$ cat src/rtl/pcseq_pkg.sv
`timescale 1ns/1ps
package pcseq_pkg;
  typedef enum logic [2:0] {
    PH_IDLE, PH_PUSH_H, PH_PUSH_L, PH_RD_LO, PH_RD_HI, PH_WAIT, PH_FIN
  } phase_t;

  localparam logic [1:0] MD_ABS = 2'd0;
  localparam logic [1:0] MD_IND = 2'd1;
  localparam logic [1:0] MD_ZPI = 2'd2;
  localparam logic [1:0] MD_SPG = 2'd3;
endpackage

$ cat src/rtl/pcseq_decode.sv
`timescale 1ns/1ps
module pcseq_decode import pcseq_pkg::*; #(
  parameter int CW          = 4,
  parameter int CYC_JMP_ABS = 3,
  parameter int CYC_JMP_IND = 5,
  parameter int CYC_JMP_ZPI = 4,
  parameter int CYC_JSR_ABS = 6,
  parameter int CYC_JSR_SPG = 5,
  parameter int CYC_JSR_ZPI = 7
) (
  input  logic          kind,
  input  logic [1:0]    mode,
  output logic          valid,
  output logic [CW-1:0] mid_cnt,
  output phase_t        first_ph
);
  // middle cycles = total minus the start cycle and the finish cycle
  localparam logic [CW-1:0] M_JA = CW'(CYC_JMP_ABS - 2);
  localparam logic [CW-1:0] M_JI = CW'(CYC_JMP_IND - 2);
  localparam logic [CW-1:0] M_JZ = CW'(CYC_JMP_ZPI - 2);
  localparam logic [CW-1:0] M_CA = CW'(CYC_JSR_ABS - 2);
  localparam logic [CW-1:0] M_CS = CW'(CYC_JSR_SPG - 2);
  localparam logic [CW-1:0] M_CZ = CW'(CYC_JSR_ZPI - 2);

  logic needs_rd;

  always_comb begin
    valid   = 1'b1;
    mid_cnt = '0;
    case ({kind, mode})
      {1'b0, MD_ABS}: mid_cnt = M_JA;
      {1'b0, MD_IND}: mid_cnt = M_JI;
      {1'b0, MD_ZPI}: mid_cnt = M_JZ;
      {1'b1, MD_ABS}: mid_cnt = M_CA;
      {1'b1, MD_ZPI}: mid_cnt = M_CZ;
      {1'b1, MD_SPG}: mid_cnt = M_CS;
      default:        valid   = 1'b0;
    endcase
  end

  assign needs_rd = (mode == MD_IND) || (mode == MD_ZPI);

  always_comb begin
    if (kind)          first_ph = PH_PUSH_H;
    else if (needs_rd) first_ph = PH_RD_LO;
    else               first_ph = PH_WAIT;
  end
endmodule

$ cat src/rtl/pcseq_addr.sv
`timescale 1ns/1ps
module pcseq_addr import pcseq_pkg::*; #(
  parameter logic [7:0] STACK_PAGE = 8'h01
) (
  input  phase_t      ph,
  input  logic        ind_abs,
  input  logic [7:0]  sp,
  input  logic [7:0]  adl,
  input  logic [7:0]  adh,
  input  logic [15:0] ret,
  output logic [15:0] addr,
  output logic [7:0]  wdata,
  output logic        we,
  output logic        re
);
  logic [15:0] ptr_lo, ptr_hi;

  assign ptr_lo = ind_abs ? {adh, adl} : {8'h00, adl};
  assign ptr_hi = ind_abs ? ({adh, adl} + 16'd1) : {8'h00, adl + 8'd1};

  always_comb begin
    addr  = '0;
    wdata = '0;
    we    = 1'b0;
    re    = 1'b0;
    case (ph)
      PH_PUSH_H: begin addr = {STACK_PAGE, sp}; wdata = ret[15:8]; we = 1'b1; end
      PH_PUSH_L: begin addr = {STACK_PAGE, sp}; wdata = ret[7:0];  we = 1'b1; end
      PH_RD_LO:  begin addr = ptr_lo; re = 1'b1; end
      PH_RD_HI:  begin addr = ptr_hi; re = 1'b1; end
      default:   ;
    endcase
  end
endmodule

$ cat src/rtl/pc_branch_seq.sv
`timescale 1ns/1ps
module pc_branch_seq import pcseq_pkg::*; #(
  parameter int         CW           = 4,
  parameter logic [7:0] STACK_PAGE   = 8'h01,
  parameter logic [7:0] SPECIAL_PAGE = 8'hFF,
  parameter int         CYC_JMP_ABS  = 3,
  parameter int         CYC_JMP_IND  = 5,
  parameter int         CYC_JMP_ZPI  = 4,
  parameter int         CYC_JSR_ABS  = 6,
  parameter int         CYC_JSR_SPG  = 5,
  parameter int         CYC_JSR_ZPI  = 7
) (
  input  logic        clk,
  input  logic        rst_n,
  input  logic        start,
  input  logic        kind,
  input  logic [1:0]  mode,
  input  logic [7:0]  adl,
  input  logic [7:0]  adh,
  input  logic [15:0] ret_pc,
  input  logic [7:0]  sp_in,
  input  logic [7:0]  mem_rdata,
  output logic [15:0] mem_addr,
  output logic [7:0]  mem_wdata,
  output logic        mem_we,
  output logic        mem_re,
  output logic [15:0] pc_out,
  output logic [7:0]  sp_out,
  output logic        done
);
  // reset: asserted asynchronously, released on a clock edge
  logic rst_meta_n, rst_s_n;
  always_ff @(posedge clk or negedge rst_n) begin
    if (!rst_n) begin
      rst_meta_n <= 1'b0;
      rst_s_n    <= 1'b0;
    end else begin
      rst_meta_n <= 1'b1;
      rst_s_n    <= rst_meta_n;
    end
  end

  phase_t        ph_q, ph_n, dec_first;
  logic [CW-1:0] cnt_q, cnt_n, dec_cnt;
  logic [7:0]    sp_q, sp_n, adl_q, adh_q, lo_q, hi_q, hi_byte;
  logic [15:0]   pc_q, target, ret_q;
  logic [1:0]    md_q;
  logic          dec_valid, accept, middle, last;
  logic          op_en, sp_en, lo_en, hi_en, pc_en;

  pcseq_decode #(
    .CW(CW), .CYC_JMP_ABS(CYC_JMP_ABS), .CYC_JMP_IND(CYC_JMP_IND),
    .CYC_JMP_ZPI(CYC_JMP_ZPI), .CYC_JSR_ABS(CYC_JSR_ABS),
    .CYC_JSR_SPG(CYC_JSR_SPG), .CYC_JSR_ZPI(CYC_JSR_ZPI)
  ) u_dec (
    .kind(kind), .mode(mode), .valid(dec_valid),
    .mid_cnt(dec_cnt), .first_ph(dec_first)
  );

  pcseq_addr #(.STACK_PAGE(STACK_PAGE)) u_addr (
    .ph(ph_q), .ind_abs(md_q == MD_IND), .sp(sp_q), .adl(adl_q), .adh(adh_q),
    .ret(ret_q), .addr(mem_addr), .wdata(mem_wdata), .we(mem_we), .re(mem_re)
  );

  // next-state logic
  assign middle  = (ph_q != PH_IDLE) && (ph_q != PH_FIN);
  assign accept  = !middle && start && dec_valid;
  assign last    = middle && (cnt_q == CW'(1));
  assign hi_byte = (ph_q == PH_RD_HI) ? mem_rdata : hi_q;

  always_comb begin
    case (md_q)
      MD_SPG:         target = {SPECIAL_PAGE, adl_q};
      MD_IND, MD_ZPI: target = {hi_byte, lo_q};
      default:        target = {adh_q, adl_q};
    endcase
  end

  always_comb begin
    ph_n  = ph_q;
    cnt_n = cnt_q;
    if (accept) begin
      ph_n  = dec_first;
      cnt_n = dec_cnt;
    end else if (!middle) begin
      ph_n  = PH_IDLE;
    end else begin
      cnt_n = cnt_q - CW'(1);
      if (last) ph_n = PH_FIN;
      else begin
        case (ph_q)
          PH_PUSH_H: ph_n = PH_PUSH_L;
          PH_PUSH_L: ph_n = ((md_q == MD_IND) || (md_q == MD_ZPI)) ? PH_RD_LO : PH_WAIT;
          PH_RD_LO:  ph_n = PH_RD_HI;
          default:   ph_n = PH_WAIT;
        endcase
      end
    end
  end

  assign op_en = accept;
  assign sp_en = accept || (ph_q == PH_PUSH_H) || (ph_q == PH_PUSH_L);
  assign sp_n  = accept ? sp_in : (sp_q - 8'd1);
  assign lo_en = (ph_q == PH_RD_LO);
  assign hi_en = (ph_q == PH_RD_HI);
  assign pc_en = last;

  // registers
  always_ff @(posedge clk or negedge rst_s_n) begin
    if (!rst_s_n) begin
      ph_q  <= PH_IDLE;
      cnt_q <= '0;
      sp_q  <= '0;
      pc_q  <= '0;
      adl_q <= '0;
      adh_q <= '0;
      ret_q <= '0;
      md_q  <= MD_ABS;
      lo_q  <= '0;
      hi_q  <= '0;
    end else begin
      ph_q  <= ph_n;
      cnt_q <= cnt_n;
      if (sp_en) sp_q <= sp_n;
      if (op_en) begin
        adl_q <= adl;
        adh_q <= adh;
        ret_q <= ret_pc;
        md_q  <= mode;
      end
      if (lo_en) lo_q <= mem_rdata;
      if (hi_en) hi_q <= mem_rdata;
      if (pc_en) pc_q <= target;
    end
  end

  assign pc_out = pc_q;
  assign sp_out = sp_q;
  assign done   = (ph_q == PH_FIN);

  AST_DONE_SINGLE: assert property (@(posedge clk) disable iff (!rst_s_n)
    done |=> !done);
  AST_PC_ONLY_AT_DONE: assert property (@(posedge clk) disable iff (!rst_s_n)
    !$stable(pc_out) |-> done);
  AST_PUSH_IN_STACK: assert property (@(posedge clk) disable iff (!rst_s_n)
    mem_we |-> (mem_addr[15:8] == STACK_PAGE));
  AST_PUSH_DECREMENT: assert property (@(posedge clk) disable iff (!rst_s_n)
    mem_we |=> (sp_out == $past(sp_out) - 8'd1));
  AST_RW_EXCLUSIVE: assert property (@(posedge clk) disable iff (!rst_s_n)
    !(mem_we && mem_re));
  AST_START_BUSY_IGNORED: assert property (@(posedge clk) disable iff (!rst_s_n)
    (start && middle && !last) |=> !done);
endmodule

$ cat config.mk
export PLATFORM = sky130hd
export DESIGN_NAME = pc_branch_seq
export DESIGN_NICKNAME = d
export VERILOG_FILES = /design/src/rtl/pcseq_pkg.sv /design/src/rtl/pcseq_decode.sv /design/src/rtl/pcseq_addr.sv /design/src/rtl/pc_branch_seq.sv
export SDC_FILE = /design/constraint.sdc
export NUM_CORES = 1
export LEC_CHECK = 0
export ABC_AREA = 1
export CAP_MARGIN = 5
export CORE_ASPECT_RATIO = 1.25
export CORE_MARGIN = 10
export CORE_UTILIZATION = 40
export DETAILED_ROUTE_END_ITERATION = 6
export MAX_ROUTING_LAYER = met4
export PLACE_DENSITY_LB_ADDON = 0.05
export SLEW_MARGIN = 5
export SYNTH_ARGS = -nofsm -noshare
export SYNTH_HDL_FRONTEND = slang
export SYNTH_SLANG_ARGS = --single-unit
export TNS_END_PERCENT = 20
$ cat constraint.sdc
create_clock -name clk -period 4.3 [get_ports clk]
set_input_delay 0.86 -clock clk [delete_from_list [all_inputs] [get_ports clk]]
set_output_delay 0.86 -clock clk [all_outputs]
set_load 0.05 [all_outputs]
==> impl_metrics.py, run 1 <==
metrics = {
    "status": {
        "status": "finished clean",
    },
    "floorplanning": {
        "floorplan.io_pins": 105,
        "dieHeight_um": 137,
        "start_util_pct": 41.4,
        "die_width_um": 114,
        "core_area_um2": 10700,
        "die_area_um2": 15700,
        "number_of_core_rows": 42,
    },
    "routing": {
        "routed_wire_length_um": 12800,
        "dr_total_vias": 4140,
        "antenna_violating_nets_post_route": 0,
        "route.detailed.vias_per_inst": 5.05,
        "drt_first_pass_iters": 5,
        "post_drt_wl_per_cell_um": 15.6,
        "remaining_drc_errors": 0,
        "dr.first_iter.drc_count": 222,
    },
    "timing": {
        "final.period_utilization_pct": 87.8,
        "fin_worst_skew_ns": 0.00846,
        "finalCriticalPeriod_ns": 3.77,
        "max_slew_margin_pct": 29.5,
        "setup_slack_ns": 0.525,
        "hold_viol_final": 0,
        "hold_slack_ns": 0.363,
        "grt_setup_unrepaired": "false",
        "timing.setup.tns_ns": 0,
        "setup_viol": 0,
        "tightest_slew_ns": 1.06,
        "drv_slew": 0,
        "fmaxAchievable_ghz": 0.265,
    },
    "power": {
        "power_frac_clock_pct": 15.0,
        "p_comb_share_pct": 55.6,
        "total_switching_power_mw": 2.49,
        "power.sequential.fraction_pct": 29.4,
        "power_leakage_nw": 2.73,
        "power.density_cell_area_nw_per_um2": 844,
        "power_switching_share_pct": 50.4,
        "vdd.ir_drop.worst_uv": 312,
        "internal_power_mw": 2.45,
    },
    "synthesis": {
        "yosys_register_bits": 83,
        "synth_cell_types": 31,
        "synth_cells": 582,
        "synth_async_sr_flop_share_pct": 100,
        "number_of_flops_mapped_to_enable_cells_by_yosys": 0,
        "yosysTopAreaCell": "dfrtp_1",
        "count_of_warnings_emitted_by_yosys": 0,
        "synth.top_cells.by_area": "dfrtp_1, nand2_1, o21ai_0, inv_1, nand3_1",
        "synthesis.area_um2": 4410,
        "mappedNetlistNets": 648,
        "ys_seq_area_share_pct": 47.1,
        "synth_top_cells_by_count": "nand2_1, dfrtp_1, inv_1, o21ai_0",
        "synth.top_cell.area_share_pct": 47.1,
        "yosysMostFrequentCell": "nand2_1",
        "syn-mean-instance-area_um2": 7.58,
        "synth_flop_cell": "dfrtp_1",
    },
    "clocking": {
        "cts_tree": "yes",
        "number_of_buffers_created_by_cts": 9,
        "clockRootBuffer": "clkbuf_16",
        "cts_hold_buf": 0,
        "cts.repair_timing.setup_buffer_count": 0,
        "clkSlewWorstSetupHoldPaths_ns": 0.06,
        "worst_skew_pair.late_latency_ns": 0.34,
        "tritoncts_num_sinks": 83,
        "cts_resized": 0,
        "cts_max_path_buffers": 2,
        "ctsHtreeMaxLevel": 3,
    },
    "grt": {
        "maximum_number_of_pins_on_one_net_before_global_route_repair": 82,
        "grt_pass1_wl_um": 20900,
        "grt_util_all_layers_pct": 17.1,
        "grt_pass1_vias": 4120,
        "overflow": 0,
        "antenna_found_initial": 0,
    },
    "place": {
        "port_buffers": 104,
        "pre_cts_slack_ns": 0.968,
        "postPlaceCellArea_um2": 5560,
        "gpl.final_weighted_congestion": 0.820,
        "dp_hpwl_um": 9740,
    },
    "layout": {
        "layout-drive-gt1-share_pct": 5.09,
        "num-nets-final": 749,
        "fin_area_um2": 5850,
        "antenna_cells": 0,
        "layout.core_utilization_pct": 54.8,
        "synth_to_layout_area_growth_pct": 32.5,
    },
    "critical_path": {
        "cp_data_arrival_time_ns": 2.91,
        "critical_path_class": "flop to primary output",
        "critical_path.endpoint_type": "primary output",
        "startpoint_type": "flop",
        "critical_path.max_fanout": 13,
        "reg2reg_depth": 8,
        "crit_required_ns": 3.44,
    },
    "worst_hold_path": {
        "hold_path.class": "flop to flop",
        "min_path_cells": 0,
    },
    "flow_run": {
        "drv.max_cap_violation_count": 0,
    },
}
cells in the final DEF, fill, tap and decap left out:
cell type and n:
clkinvlp_4 1, ha_1 12, a21oi_1 8, buf_4 6, nor2_2 1, o21a_1 1
conb_1 1, o211ai_1 6, or2_2 2, nor3_1 5, nand2_2 2, nor2_4 1
nand3_2 2, xor2_1 2, nand3_1 35, nand4_1 6, o21ai_0 55, o221ai_1 4
clkdlybuf4s50_1 104, inv_1 64, nor3b_1 1, inv_6 1, dfrtp_4 1, o31ai_1 1
o22ai_1 9, clkbuf_16 9, clkinv_4 1, nand2_1 196, nor2_1 35, a22oi_1 7
o21ai_1 10, a31oi_1 9, clkbuf_8 2, clkinv_2 2, dfrtp_1 82, inv_2 4
power by group through the flow:
stage | clock, mW | sequential (mW) | combinational [mW]
3_3_place_gp | 0 | 1.46 | 2.73
6_report | 0.742 | 1.45 | 2.74
4_1_cts | 0.764 | 1.46 | 2.77
5_1_grt | 0.798 | 1.50 | 3.01
2_1_floorplan | 0 | 1.73 | 1.59
3_5_place_dp | 0 | 1.47 | 2.76
metrics by stage:
| step | cells | power, mW |
|---|---|---|
| after global placement | 804 | 4.19 |
| after CTS | 820 | 4.99 |
| after global routing | 820 | 5.31 |
| final | 820 | 4.94 |
| after floorplan | 582 | 3.31 |
| after detailed placement | 804 | 4.23 |
state kept, by name, summed over array words and instances (netlist names):
signal / count
lo_q: 8
hi_q: 8
ret_q: 16
md_q: 2
pc_out: 16
adh_q: 8
cnt_q: 4
rst_s_n: 1
rst_meta_n: 1
adl_q: 8
ph_q: 3
sp_out: 8
worst paths after layout:
kind | start | to | slack, ns
max | ph_q[0] | mem_addr[1] | 0.53
min | rst_meta_n | rst_s_n | 0.36
max reg2reg | ph_q[0] | adl_q[3] | 2.42
min reg2reg | rst_meta_n | rst_s_n | 0.36
max in group asynchronous | rst_s_n | cnt_q[3] | 3.09
min in group asynchronous | rst_s_n | ret_q[10] | 0.51
layer usage:
layer  share of wire, %  GRT usage (%)  vias to the layer above
li1                   -              -                     2090
met1                 44           21.0                     1902
met2                 49           27.2                      134
met3                5.4           3.61                       14
met4                1.5           6.21                        0
met5                  0              -                        -
critical path: stages, from the launching register on:
cell and delay, ns:
dfrtp_1 0.42, inv_1 0.13, nand3_2 0.23, nand2_1 0.44, inv_2 0.17, o221ai_1 0.30, clkdlybuf4s50_1 0.88
logic make-up (layout without fill, tap and decap cells):
logic type      count (synthesis)  in the layout  synth area share, %
buf+inv                        88            194                 8.25
simple gates                  286            286                 26.6
fa+ha+maj                      12             12                 3.40
other cells                     1              1               0.0850
compound gates                110            110                 14.2
xor+xnor                        2              2                0.397
flops                          83             83                 47.1
cell type report:
| type | count | area [µm²] |
|---|---|---|
| clock buffers | 11 | 253 |
| well taps | 132 | 165 |
| fillers | 1044 | 4820 |
| clock inverters | 5 | 35.0 |
| inverters | 68 | 255 |
| flip-flops and latches | 83 | 2080 |
| multi-input cells | 411 | 1970 |
| repair buffers | 110 | 1090 |
(Power assumes the default switching activity.)
==> run 2: changes to the inputs <==
- CELL_PAD_IN_SITES_DETAIL_PLACEMENT: not set -> 0
- CELL_PAD_IN_SITES_GLOBAL_PLACEMENT: not set -> 1
- CORE_MARGIN: 10 -> 1
- CORE_UTILIZATION: 40 -> 39
- clock period: 4.3 -> 4.5 ns (I/O delays scaled with it)
==> run 2 against run 1 <==
Net effect:
- count of clock-buffer cells in the layout stayed put
- worst hold slack worse by 0.14 ns
- routed wire length is 3.7% lower
- cell count is 0.37% higher
- die area is 25% lower
- register-to-register slack hardly changed
- core utilization is 2.2 points lower
- first-iteration DRC count is 14% lower
- sequential power is 5% lower
- critical path depth stayed put
- largest cell class unchanged
- largest power group unchanged
- highest routed layer unchanged
==> impl_metrics.py, run 2 (synthesis results as in run 1) <==
metrics = {
    "status": {
        "status": "finished clean",
    },
    "layout": {
        "synth_to_layout_area_growth_pct": 32.2,
        "fin_area_um2": 5830,
        "leading_cell_types_in_the_layout_fill_and_taps_excluded": "nand2_1, clkdlybuf4s50_1, dfrtp_1, inv_1, o21ai_0",
        "antenna_cells": 0,
        "layout-drive-gt1-share_pct": 4.80,
        "num-nets-final": 749,
        "mostFrequentLayoutCell": "nand2_1",
    },
    "routing": {
        "post_drt_wl_per_cell_um": 15.0,
        "dr.first_iter.drc_count": 192,
        "remaining_drc_errors": 0,
        "route.detailed.vias_per_inst": 5.02,
        "routed_wire_length_um": 12300,
        "antenna_violating_nets_post_route": 0,
        "drt_first_pass_iters": 4,
        "dr_total_vias": 4135,
    },
    "place": {
        "dp_hpwl_um": 9120,
        "port_buffers": 104,
        "gpl.final_weighted_congestion": 0.823,
        "postPlaceCellArea_um2": 5560,
    },
    "critical_path": {
        "crit_path_start": "ph_q[2]",
        "ff2ff_setup_slack_ns": 2.41,
        "startpoint_type": "flop",
        "critical_path_class": "flop to primary output",
        "crit_required_ns": 3.60,
        "critical_path.max_fanout": 13,
        "critical_path.endpoint_type": "primary output",
        "critical_path_capture_point": "mem_addr[4]",
        "worst_r2r_startpoint": "ph_q[0]",
        "worst_r2r_endpoint": "adl_q[0]",
        "cp_data_arrival_time_ns": 2.90,
        "reg2reg_depth": 8,
    },
    "clocking": {
        "cts_hold_buf": 0,
        "ctsHtreeMaxLevel": 3,
        "cts_tree": "yes",
        "clkSlewWorstSetupHoldPaths_ns": 0.06,
        "cts_resized": 0,
        "number_of_buffers_created_by_cts": 9,
        "worst_skew_pair.late_latency_ns": 0.34,
        "clockRootBuffer": "clkbuf_16",
        "cts_max_path_buffers": 2,
        "tritoncts_num_sinks": 83,
        "cts.repair_timing.setup_buffer_count": 0,
    },
    "power": {
        "vdd.ir_drop.worst_uv": 309,
        "power.density_cell_area_nw_per_um2": 804,
        "power_leakage_nw": 2.72,
        "total_power_consumption_mw": 4.69,
    },
    "floorplanning": {
        "die_area_um2": 11700,
        "number_of_core_rows": 43,
        "dieHeight_um": 121,
        "die_width_um": 97.1,
        "core_area_um2": 11100,
        "floorplan.io_pins": 105,
        "start_util_pct": 39.8,
    },
    "timing": {
        "hold_viol_final": 0,
        "tightest_slew_ns": 0.769,
        "timing.setup.tns_ns": 0,
        "final.period_utilization_pct": 84.6,
        "finalCriticalPeriod_ns": 3.80,
        "drv_slew": 0,
        "setup_viol": 0,
        "fin_worst_skew_ns": 0.00767,
        "max_slew_margin_pct": 48.8,
        "fmaxAchievable_ghz": 0.263,
        "grt_setup_unrepaired": "false",
    },
    "grt": {
        "grt_pass1_vias": 4032,
        "maximum_number_of_pins_on_one_net_before_global_route_repair": 59,
        "overflow": 0,
        "grt_pass1_wl_um": 20000,
        "antenna_found_initial": 0,
        "grt_util_all_layers_pct": 22.3,
    },
    "flow_run": {
        "drv.max_cap_violation_count": 0,
    },
    "worst_hold_path": {
        "hold_path.class": "flop to asynchronous set/reset pin",
    },
}
[run 2: metrics by stage]
step	hold slack, ns	util [%]	worst slack [ns]	instances
finish	0.221	52.6	0.695	823
detailed placement	0.232	50.2	1.06	807
floorplan	0.331	-	1.59	582
global placement	0.230	50.2	1.14	807
global route	0.258	52.6	0.604	823
CTS	0.239	52.6	0.695	823
[run 2: worst min-delay path by stage]
stage / start / end / slack, ns / cells past startpoint
2_1_floorplan: rst_meta_n / rst_s_n / 0.33 / 0
3_3_place_gp: rst_s_n / sp_out[3] / 0.23 / 0
3_5_place_dp: rst_s_n / sp_out[3] / 0.23 / 0
4_1_cts: rst_s_n / sp_out[3] / 0.24 / 0
5_1_grt: rst_s_n / cnt_q[1] / 0.26 / 0
6_report: rst_s_n / sp_out[3] / 0.22 / 0
[run 2: metal layers]
layer	routed length, µm	global-route usage [%]	part of all wire (%)
met5	0	-	0
met3	444	4.03	3.6
met2	6220	38.8	50
met1	5440	26.3	44
met4	220	7.09	1.8
[run 2: cell type report]
type / count / area (µm²)
clock buffers: 11 / 233
multi-input cells: 411 / 1970
flip-flops and latches: 83 / 2080
repair buffers: 110 / 1090
inverters: 68 / 255
fillers: 1100 / 5250
well taps: 135 / 169
clock inverters: 5 / 37.5
[run 2: critical path, stage by stage (launching register included)]
cell	delay, ns
dfrtp_1	0.40
inv_1	0.16
nand3_2	0.27
nand2_1	0.48
inv_2	0.17
o221ai_1	0.24
clkdlybuf4s50_1	0.85
[run 2: report_power, final]
part	total [mW]	switching (mW)	leakage, nW	internal [mW]
registers	1.38	0.281	1.00	1.10
clock network	0.690	0.312	0.127	0.377
logic	2.62	1.78	1.59	0.832
total	4.69	2.38	2.72	2.31
==> run 3: changes to the inputs <==
- CORE_UTILIZATION: 39 -> 36
- clock period: 4.5 -> 3.8 ns (I/O delays scaled with it)
==> run 3 against run 2 <==
Net effect:
- clock power increased by 22%
- combinational power increased by 19%
- non-clock buffer count increased by 1
- die area increased by 8.2%
- highest routed layer unchanged
==> impl_metrics.py, run 3 (synthesis results as in run 1) <==
metrics = {
    "routing": {
        "drt_first_pass_iters": 4,
        "dr.first_iter.drc_count": 249,
        "dr_total_vias": 4183,
        "routed_wire_length_um": 12600,
        "antenna_violating_nets_post_route": 0,
        "route.detailed.vias_per_inst": 4.92,
        "post_drt_wl_per_cell_um": 14.9,
        "remaining_drc_errors": 0,
    },
    "grt": {
        "grt_util_all_layers_pct": 21.5,
        "grt_pass1_vias": 4075,
        "maximum_number_of_pins_on_one_net_before_global_route_repair": 53,
        "overflow": 0,
        "grt_pass1_wl_um": 20400,
        "antenna_found_initial": 0,
    },
    "layout": {
        "mostFrequentLayoutCell": "nand2_1",
        "synth_to_layout_area_growth_pct": 33.7,
        "leading_cell_types_in_the_layout_fill_and_taps_excluded": "nand2_1, clkdlybuf4s50_1, dfrtp_1, inv_1, o21ai_0",
        "layout.core_utilization_pct": 50.1,
        "num-nets-final": 750,
        "finish.cell_count_without_fillers": 850,
        "antenna_cells": 0,
        "layout-drive-gt1-share_pct": 5.22,
    },
    "critical_path": {
        "worst_r2r_endpoint": "pc_out[9]",
        "startpoint_type": "flop",
        "ff2ff_setup_slack_ns": 1.92,
        "crit_family": "buffers and inverters",
        "worst_path_largest_cell_delay_ns": 0.85,
        "critical_path_class": "flop to primary output",
        "cp_data_arrival_time_ns": 2.85,
        "worst_path_max_delay_cell": "clkdlybuf4s50_1",
        "reg2reg_depth": 7,
        "cp_num_buf_inv": 3,
        "crit_required_ns": 3.04,
        "worst_r2r_startpoint": "cnt_q[1]",
        "critical_path.max_fanout": 13,
        "crit_chain": "inv_1 > nand3_2 > nand2_1 > inv_2 > o221ai_1 > clkdlybuf4s50_1",
        "critical_path.endpoint_type": "primary output",
    },
    "clocking": {
        "clkSlewWorstSetupHoldPaths_ns": 0.06,
        "tritoncts_num_sinks": 83,
        "worst_skew_pair.late_latency_ns": 0.34,
        "clockRootBuffer": "clkbuf_16",
        "cts_tree": "yes",
        "cts_max_path_buffers": 2,
        "ctsHtreeMaxLevel": 3,
        "cts_hold_buf": 0,
        "cts.repair_timing.setup_buffer_count": 0,
        "cts_resized": 0,
        "number_of_buffers_created_by_cts": 9,
    },
    "place": {
        "place_inst": 834,
        "dp_hpwl_um": 9310,
        "gpl.final_weighted_congestion": 0.841,
        "port_buffers": 104,
    },
    "worst_hold_path": {
        "hold_path.class": "flop to flop",
        "min_path_cells": 0,
        "hold_path_end": "rst_s_n",
        "worstHoldStart": "rst_meta_n",
    },
    "power": {
        "power_leakage_nw": 2.73,
        "vdd.ir_drop.worst_uv": 302,
        "total_power_consumption_mw": 5.60,
        "power.density_cell_area_nw_per_um2": 949,
    },
    "floorplanning": {
        "die_width_um": 101,
        "floorplan.io_pins": 105,
        "start_util_pct": 37.5,
        "dieHeight_um": 126,
        "number_of_core_rows": 44,
        "die_area_um2": 12700,
        "core_area_um2": 11800,
    },
    "flow_run": {
        "drv.max_cap_violation_count": 0,
    },
    "timing": {
        "grt_setup_unrepaired": "false",
        "setup_viol": 0,
        "final.period_utilization_pct": 95.1,
        "timing.setup.tns_ns": 0,
        "fin_worst_skew_ns": 0.00943,
        "hold_viol_final": 0,
        "max_slew_margin_pct": 51.7,
        "tightest_slew_ns": 0.724,
        "finalCriticalPeriod_ns": 3.61,
        "drv_slew": 0,
        "fmaxAchievable_ghz": 0.277,
    },
    "status": {
        "status": "finished clean",
    },
}
==> run 3: per-layer routing <==
layer  part of all wire [%]  vias to the layer above  global-route usage (%)
li1                       -                     2085                       -
met1                     44                     1965                    25.8
met2                     51                      117                    36.7
met3                    3.5                       16                    2.89
met4                    1.5                        0                    7.42
met5                      0                        -                       -
==> run 3: report_power, final <==
group	internal [mW]	switching (mW)
Combinational	0.996	2.12
Sequential	1.31	0.332
Clock	0.454	0.391
Total	2.76	2.84
==> run 3: metrics by stage <==
stage / instance area [µm²] / setup WS (ns) / hold WS [ns]
finish: 5900 / 0.187 / 0.362
global route: 5900 / 0.0569 / 0.365
CTS: 5900 / 0.215 / 0.363
detailed placement: 5620 / 0.584 / 0.336
global placement: 5620 / 0.703 / 0.342
floorplan: 4410 / 1.03 / 0.331
==> run 3: worst max path at each step <==
stage | from | end | slack (ns) | cells past startpoint
finish | ph_q[2] | mem_addr[3] | 0.19 | 6
global route | ph_q[2] | mem_addr[3] | 0.06 | 6
CTS | ph_q[2] | mem_addr[3] | 0.22 | 6
detailed placement | ph_q[2] | mem_addr[3] | 0.58 | 6
global placement | ph_q[2] | mem_addr[3] | 0.70 | 6
floorplan | ph_q[0] | mem_addr[9] | 1.03 | 6
==> run 3: final cells by class <==
type | count | area, µm²
fillers | 1232 | 5880
flip-flops and latches | 83 | 2080
multi-input cells | 411 | 1970
repair buffers | 111 | 1110
inverters | 68 | 255
clock buffers | 9 | 225
well taps | 161 | 201
clock inverters | 7 | 60.1
